--- src/rtl/fec_pkg.sv ---
package fec_pkg;

  typedef enum logic [1:0] {
    FX_HIDDEN  = 2'd0,
    FX_CAUGHT  = 2'd1,
    FX_MISSED  = 2'd2,
    FX_PARTIAL = 2'd3
  } fx_class_e;

  localparam int unsigned FX_NUM = 4;

  // class from the three window summaries
  function automatic fx_class_e fx_classify(input logic wrong, input logic caught,
                                            input logic missed);
    if (!wrong)               return FX_HIDDEN;
    else if (caught && missed) return FX_PARTIAL;
    else if (caught)          return FX_CAUGHT;
    else                      return FX_MISSED;
  endfunction

  function automatic logic fx_secure(input fx_class_e c);
    return (c == FX_HIDDEN) || (c == FX_CAUGHT);
  endfunction

  function automatic logic fx_selftest(input fx_class_e c);
    return (c == FX_CAUGHT) || (c == FX_PARTIAL);
  endfunction

  function automatic logic fx_tsc(input fx_class_e c);
    return c == FX_CAUGHT;
  endfunction

endpackage

--- src/rtl/fec_compare.sv ---
module fec_compare #(
  parameter int unsigned DATA_W = 8
) (
  input  logic              vld_i,
  input  logic [DATA_W-1:0] golden_i,
  input  logic [DATA_W-1:0] tested_i,
  input  logic              ced_i,
  output logic              wrong_o,
  output logic              caught_o,
  output logic              missed_o,
  output logic              false_alarm_o
);
  logic differ;

  assign differ        = |(golden_i ^ tested_i);
  assign wrong_o       = vld_i && differ;
  assign caught_o      = wrong_o && ced_i;
  assign missed_o      = wrong_o && !ced_i;
  assign false_alarm_o = vld_i && !differ && ced_i;
endmodule

--- src/rtl/fec_sticky.sv ---
module fec_sticky (
  input  logic clk,
  input  logic rst_n,
  input  logic win_end_i,
  input  logic ev_wrong_i,
  input  logic ev_caught_i,
  input  logic ev_missed_i,
  output logic wrong_q_o,
  output logic caught_q_o,
  output logic missed_q_o,
  output logic wrong_all_o,
  output logic caught_all_o,
  output logic missed_all_o
);
  // view that includes the current cycle's vector
  assign wrong_all_o  = wrong_q_o  | ev_wrong_i;
  assign caught_all_o = caught_q_o | ev_caught_i;
  assign missed_all_o = missed_q_o | ev_missed_i;

  always_ff @(posedge clk or negedge rst_n) begin
    if (!rst_n) begin
      wrong_q_o  <= 1'b0;
      caught_q_o <= 1'b0;
      missed_q_o <= 1'b0;
    end else if (win_end_i) begin
      wrong_q_o  <= 1'b0;
      caught_q_o <= 1'b0;
      missed_q_o <= 1'b0;
    end else begin
      wrong_q_o  <= wrong_all_o;
      caught_q_o <= caught_all_o;
      missed_q_o <= missed_all_o;
    end
  end
endmodule

--- src/rtl/fec_sat_counter.sv ---
module fec_sat_counter #(
  parameter int unsigned W = 16
) (
  input  logic         clk,
  input  logic         rst_n,
  input  logic         clr_i,
  input  logic         inc_i,
  output logic [W-1:0] cnt_o
);
  localparam logic [W-1:0] TOP = {W{1'b1}};

  always_ff @(posedge clk or negedge rst_n) begin
    if (!rst_n)                      cnt_o <= '0;
    else if (clr_i)                  cnt_o <= '0;
    else if (inc_i && cnt_o != TOP)  cnt_o <= cnt_o + 1'b1;
  end
endmodule

--- src/rtl/fault_effect_classifier.sv ---
module fault_effect_classifier
  import fec_pkg::*;
#(
  parameter int unsigned DATA_W = 8,
  parameter int unsigned CNT_W  = 16
) (
  input  logic              clk,
  input  logic              rst_n,
  input  logic              clear_i,
  input  logic              vld_i,
  input  logic [DATA_W-1:0] golden_i,
  input  logic [DATA_W-1:0] tested_i,
  input  logic              ced_i,
  input  logic              win_end_i,
  output logic              res_vld_o,
  output logic [1:0]        res_class_o,
  output logic              res_fs_o,
  output logic              res_st_o,
  output logic              res_tsc_o,
  output logic [CNT_W-1:0]  cnt_hidden_o,
  output logic [CNT_W-1:0]  cnt_caught_o,
  output logic [CNT_W-1:0]  cnt_missed_o,
  output logic [CNT_W-1:0]  cnt_partial_o,
  output logic [CNT_W-1:0]  fa_cnt_o
);
  // named internal events
  logic ev_wrong, ev_caught, ev_missed, ev_false_alarm;
  logic stk_wrong_q, stk_caught_q, stk_missed_q;
  logic win_wrong, win_caught, win_missed;
  fx_class_e cls_now;
  logic [FX_NUM-1:0] cls_inc;
  logic [CNT_W-1:0]  cls_cnt [FX_NUM];

  fec_compare #(.DATA_W(DATA_W)) u_cmp (
    .vld_i(vld_i), .golden_i(golden_i), .tested_i(tested_i), .ced_i(ced_i),
    .wrong_o(ev_wrong), .caught_o(ev_caught), .missed_o(ev_missed),
    .false_alarm_o(ev_false_alarm)
  );

  fec_sticky u_stk (
    .clk(clk), .rst_n(rst_n), .win_end_i(win_end_i),
    .ev_wrong_i(ev_wrong), .ev_caught_i(ev_caught), .ev_missed_i(ev_missed),
    .wrong_q_o(stk_wrong_q), .caught_q_o(stk_caught_q), .missed_q_o(stk_missed_q),
    .wrong_all_o(win_wrong), .caught_all_o(win_caught), .missed_all_o(win_missed)
  );

  assign cls_now = fx_classify(win_wrong, win_caught, win_missed);

  always_ff @(posedge clk or negedge rst_n) begin
    if (!rst_n) begin
      res_vld_o   <= 1'b0;
      res_class_o <= 2'd0;
      res_fs_o    <= 1'b0;
      res_st_o    <= 1'b0;
      res_tsc_o   <= 1'b0;
    end else begin
      res_vld_o <= win_end_i;
      if (win_end_i) begin
        res_class_o <= cls_now;
        res_fs_o    <= fx_secure(cls_now);
        res_st_o    <= fx_selftest(cls_now);
        res_tsc_o   <= fx_tsc(cls_now);
      end
    end
  end

  for (genvar c = 0; c < FX_NUM; c++) begin : g_cls_cnt
    assign cls_inc[c] = win_end_i && (cls_now == fx_class_e'(c));
    fec_sat_counter #(.W(CNT_W)) u_cnt (
      .clk(clk), .rst_n(rst_n), .clr_i(clear_i), .inc_i(cls_inc[c]),
      .cnt_o(cls_cnt[c])
    );
  end

  fec_sat_counter #(.W(CNT_W)) u_fa_cnt (
    .clk(clk), .rst_n(rst_n), .clr_i(clear_i), .inc_i(ev_false_alarm),
    .cnt_o(fa_cnt_o)
  );

  assign cnt_hidden_o  = cls_cnt[FX_HIDDEN];
  assign cnt_caught_o  = cls_cnt[FX_CAUGHT];
  assign cnt_missed_o  = cls_cnt[FX_MISSED];
  assign cnt_partial_o = cls_cnt[FX_PARTIAL];
endmodule

--- config.mk ---
export PLATFORM = sky130hd
export DESIGN_NAME = fault_effect_classifier
export DESIGN_NICKNAME = d
export VERILOG_FILES = /design/src/rtl/fec_pkg.sv /design/src/rtl/fec_compare.sv /design/src/rtl/fec_sticky.sv /design/src/rtl/fec_sat_counter.sv /design/src/rtl/fault_effect_classifier.sv
export SDC_FILE = /design/constraint.sdc
export NUM_CORES = 1
export LEC_CHECK = 0
export BUFFER_PORTS_ARGS = -buffer_cell sky130_fd_sc_hd__buf_2
export CORE_UTILIZATION = 45
export CTS_CLUSTER_SIZE = 30
export DETAILED_ROUTE_END_ITERATION = 6
export PLACE_DENSITY_LB_ADDON = 0.15
export SLEW_MARGIN = 20
export SYNTH_ARGS = -nofsm -noshare
export SYNTH_HDL_FRONTEND = slang
export SYNTH_HIERARCHICAL = 1
export SYNTH_SLANG_ARGS = --single-unit
--- constraint.sdc ---
create_clock -name clk -period 2.6 [get_ports clk]
set_input_delay 0.52 -clock clk [delete_from_list [all_inputs] [get_ports clk]]
set_output_delay 0.52 -clock clk [all_outputs]
set_load 0.005 [all_outputs]
==> reports/summary.txt <==
grt met3 use: 0.0311
fmax: 0.416 GHz
die area: 11,900 µm²
ys async rst share: 1.00
Total GRT Usage: 0.224
vias per cell: 5.94
post-synthesis sequential area ratio: 0.427
fin area: 6460 µm²
Root Driver: clkbuf_16
Antenna Nets Post-Route: 0
vias post-DR: 4,839
clock tree sinks: 88
area grow syn2layout: 25.2%
Bufs and invs on worst path: 4
commonest cells in the netlist: dfrtp_1 (88), a21oi_1 (57), o31ai_1 (35), nand2_1 (32), nand4_1 (30)
HP Class: in2async
Internal Power: 2.44 mW
CTS Buffer Depth: 2
final core occ: 0.588
Final setup viols: 0
row count: 38
Total Nets Final: 696
clock power share: 0.484
first-pass GRT wire length: 21.0 mm
cts hold-fix bufs: 0
CP peak stage delay: 0.49 ns
RSZ-0062 raised after global routing: true
Post-synth EDFFs: 0
Synth cell types: 37
Post-Syn Area: 5160 µm²
Syn Area/Cell: 9.63 µm²
Max IR drop VDD: 0.371 mV
CP Data Required Time: 2.87 ns
flops & latches, synth: 88
Hold WS: 0.114 ns
crit-path cells: buf_2 -> xor2_1 -> nor4_2 -> buf_4 -> a21boi_1 -> or2_1 -> nor2b_2 -> inv_2 -> buf_4 -> or4_1 -> a21oi_1
pin count of the biggest net entering global routing: 61
Critical-path top delay cell: or4_1
crit path DAT: 2.67 ns
DRC errors left: 0
met2 Usage GRT: 0.377
Hold Vio Cnt, Final: 0
Fill cells: 973
core area: 11,000 µm²
dpl ws: -0.178 ns
startpoint types: input pin
layout cells sized above 1: 0.332
largest area contributor in the netlist: dfrtp_1
worst slew pin tran: 0.683 ns
total net switching power: 685 µW
fin. max-slew vios: 0
synthesized net count: 563
MaxCap Viol Count: 0
status: finished, final reports clean
Die Ht: 109 µm
top post-synthesis cells by area: dfrtp_1 (43%), a21oi_1 (5.5%), o31ai_1 (5.1%)
Sw Ratio: 0.219
Fin Setup TNS: 0 ns
vias in the first global route: 4,439
Seq pwr share: 0.447
initial antenna violation count: 1
die span in x: 109 µm
HPWL Detailed: 8.93 mm
Post-CTS Setup Bufs: 0
Ports: 108
DR WL/cell: 15.7 µm
crit-path max FO: 13
Main synth FF type: dfrtp_1
CP Class: in2reg
grt ovf: 0
global routing's busiest layer: met2
Final min period: 2.41 ns
met1 usage: 0.284
Relative slew margins: 0.541
dpl cell area: 6090 µm²
top-count cell post-synth: dfrtp_1
GPL Wtd Cong: 0.796
CTS tree: yes
Top cell by count, worst path: buf_4
drt first pass iters: 5
clock latency on the worst-skew pair: 0.35 ns
final period utilization: 0.925
Comb power frac: 0.068
Setup WS post-layout: 0.195 ns
Pleak: 2.96 nW
Pwr Density: 483 nW/µm²
routed wire length: 12.8 mm
post-synthesis cell count: 536
Initial Utilization: 0.470
final setup skew: 0.00715 ns
# port buffers: 107
share of the synthesized area in the top cell type: 0.427
Clk pin slew, worst setup/hold paths: 0.06 ns
Ys Warns: 6
crit-path leading delay family: simple AND/OR/NAND/NOR gates
CP Capture Type: flip-flop
H-tree Lvls: 3
CTS Buf Count: 9
initial DRC count: 282
==> power groups by stage <==
stage / logic [mW] / registers [mW] / clock network [mW]
6_report: 0.214 / 1.40 / 1.51
5_1_grt: 0.241 / 1.40 / 1.60
4_1_cts: 0.214 / 1.40 / 1.55
3_5_place_dp: 0.214 / 1.42 / 0
3_3_place_gp: 0.209 / 1.42 / 0
2_1_floorplan: 0.0951 / 1.42 / 0
==> layout by cell type (no fill, tap or decap), types with 4 or more instances in the layout <==
cell type,instances
buf_2,106
dfrtp_1,88
a21oi_1,56
buf_4,40
o31ai_1,35
nand2_1,32
nand4_1,30
or4_1,25
nor2_1,21
nor2b_1,21
mux2_1,20
nor4_1,18
nand3_1,16
inv_1,15
o21ai_1,15
or4_2,10
or3_1,10
and4_2,10
and3_1,10
clkbuf_16,9
xor2_1,8
o21ai_0,6
nand4_2,5
nor4_4,5
nand3b_1,5
o211ai_2,5
or3_2,5
nor3_1,5
a211oi_2,5
ha_1,5
nor4_2,4
==> final timing paths <==
path	cells past startpoint	end	slack, ns	from
setup / recovery	11	g_cls_cnt[0].u_cnt/cnt_o[14]	0.19	tested_i[0]
hold / removal	1	u_fa_cnt/cnt_o[9]	0.11	rst_n
setup reg to reg	5	g_cls_cnt[0].u_cnt/cnt_o[9]	0.50	g_cls_cnt[0].u_cnt/cnt_o[0]
hold reg to reg	1	u_stk/wrong_q_o	0.48	u_stk/wrong_q_o
max in group asynchronous	2	g_cls_cnt[2].u_cnt/cnt_o[9]	1.89	rst_n
min in group clk	1	res_vld_o	0.38	win_end_i
==> area by class of cell <==
cell class / instances / area [µm²] / area share
antenna: 1 / 2.50 / 0.000387
clock buffer: 11 / 243 / 0.0376
clock inverter: 5 / 104 / 0.0161
inverter: 19 / 73.8 / 0.0114
multi-input combinational: 403 / 2790 / 0.432
sequential: 88 / 2200 / 0.341
tap: 140 / 175 / 0.0271
timing repair buffer: 148 / 871 / 0.135
==> registers in the layout, summed over array words and instances, names as in the netlist <==
signal                 cells
res_tsc_o                  1
g_cls_cnt.u_cnt/cnt_o     64
u_fa_cnt/cnt_o            16
res_fs_o                   1
u_stk/wrong_q_o            1
res_st_o                   1
u_stk/caught_q_o           1
res_class_o                1
u_stk/missed_q_o           1
res_vld_o                  1
==> kinds of logic (layout without fill, tap and decap cells) <==
group / Yosys count / after routing / synth area share
AND/OR/NAND/NOR: 240 / 240 / 0.301
AO/OA/AOI/OAI: 130 / 130 / 0.162
flip-flops: 88 / 88 / 0.427
buffers and inverters: 45 / 183 / 0.0407
multiplexers: 20 / 20 / 0.0436
XOR/XNOR: 8 / 8 / 0.0136
adder cells (fa/ha/maj): 5 / 5 / 0.0121
other: 0 / 1 / 0
==> routing by layer <==
metal	routed length [µm]	share of wire
met5	0	0
met4	214	0.017
met3	518	0.040
met2	6400	0.50
met1	5680	0.44
==> stage by stage <==
step,power (mW),instances
final,3.12,815
after global routing,3.24,815
after CTS,3.16,814
after detailed placement,1.64,798
after global placement,1.63,798
after floorplan,1.52,536
==> timing repair <==
action,in CTS,in global routing
hold endpoints to repair,0,0
endpoints found under the setup margin,0,11
resized for setup,0,8
Note: power is estimated with default switching activity, not from simulation.
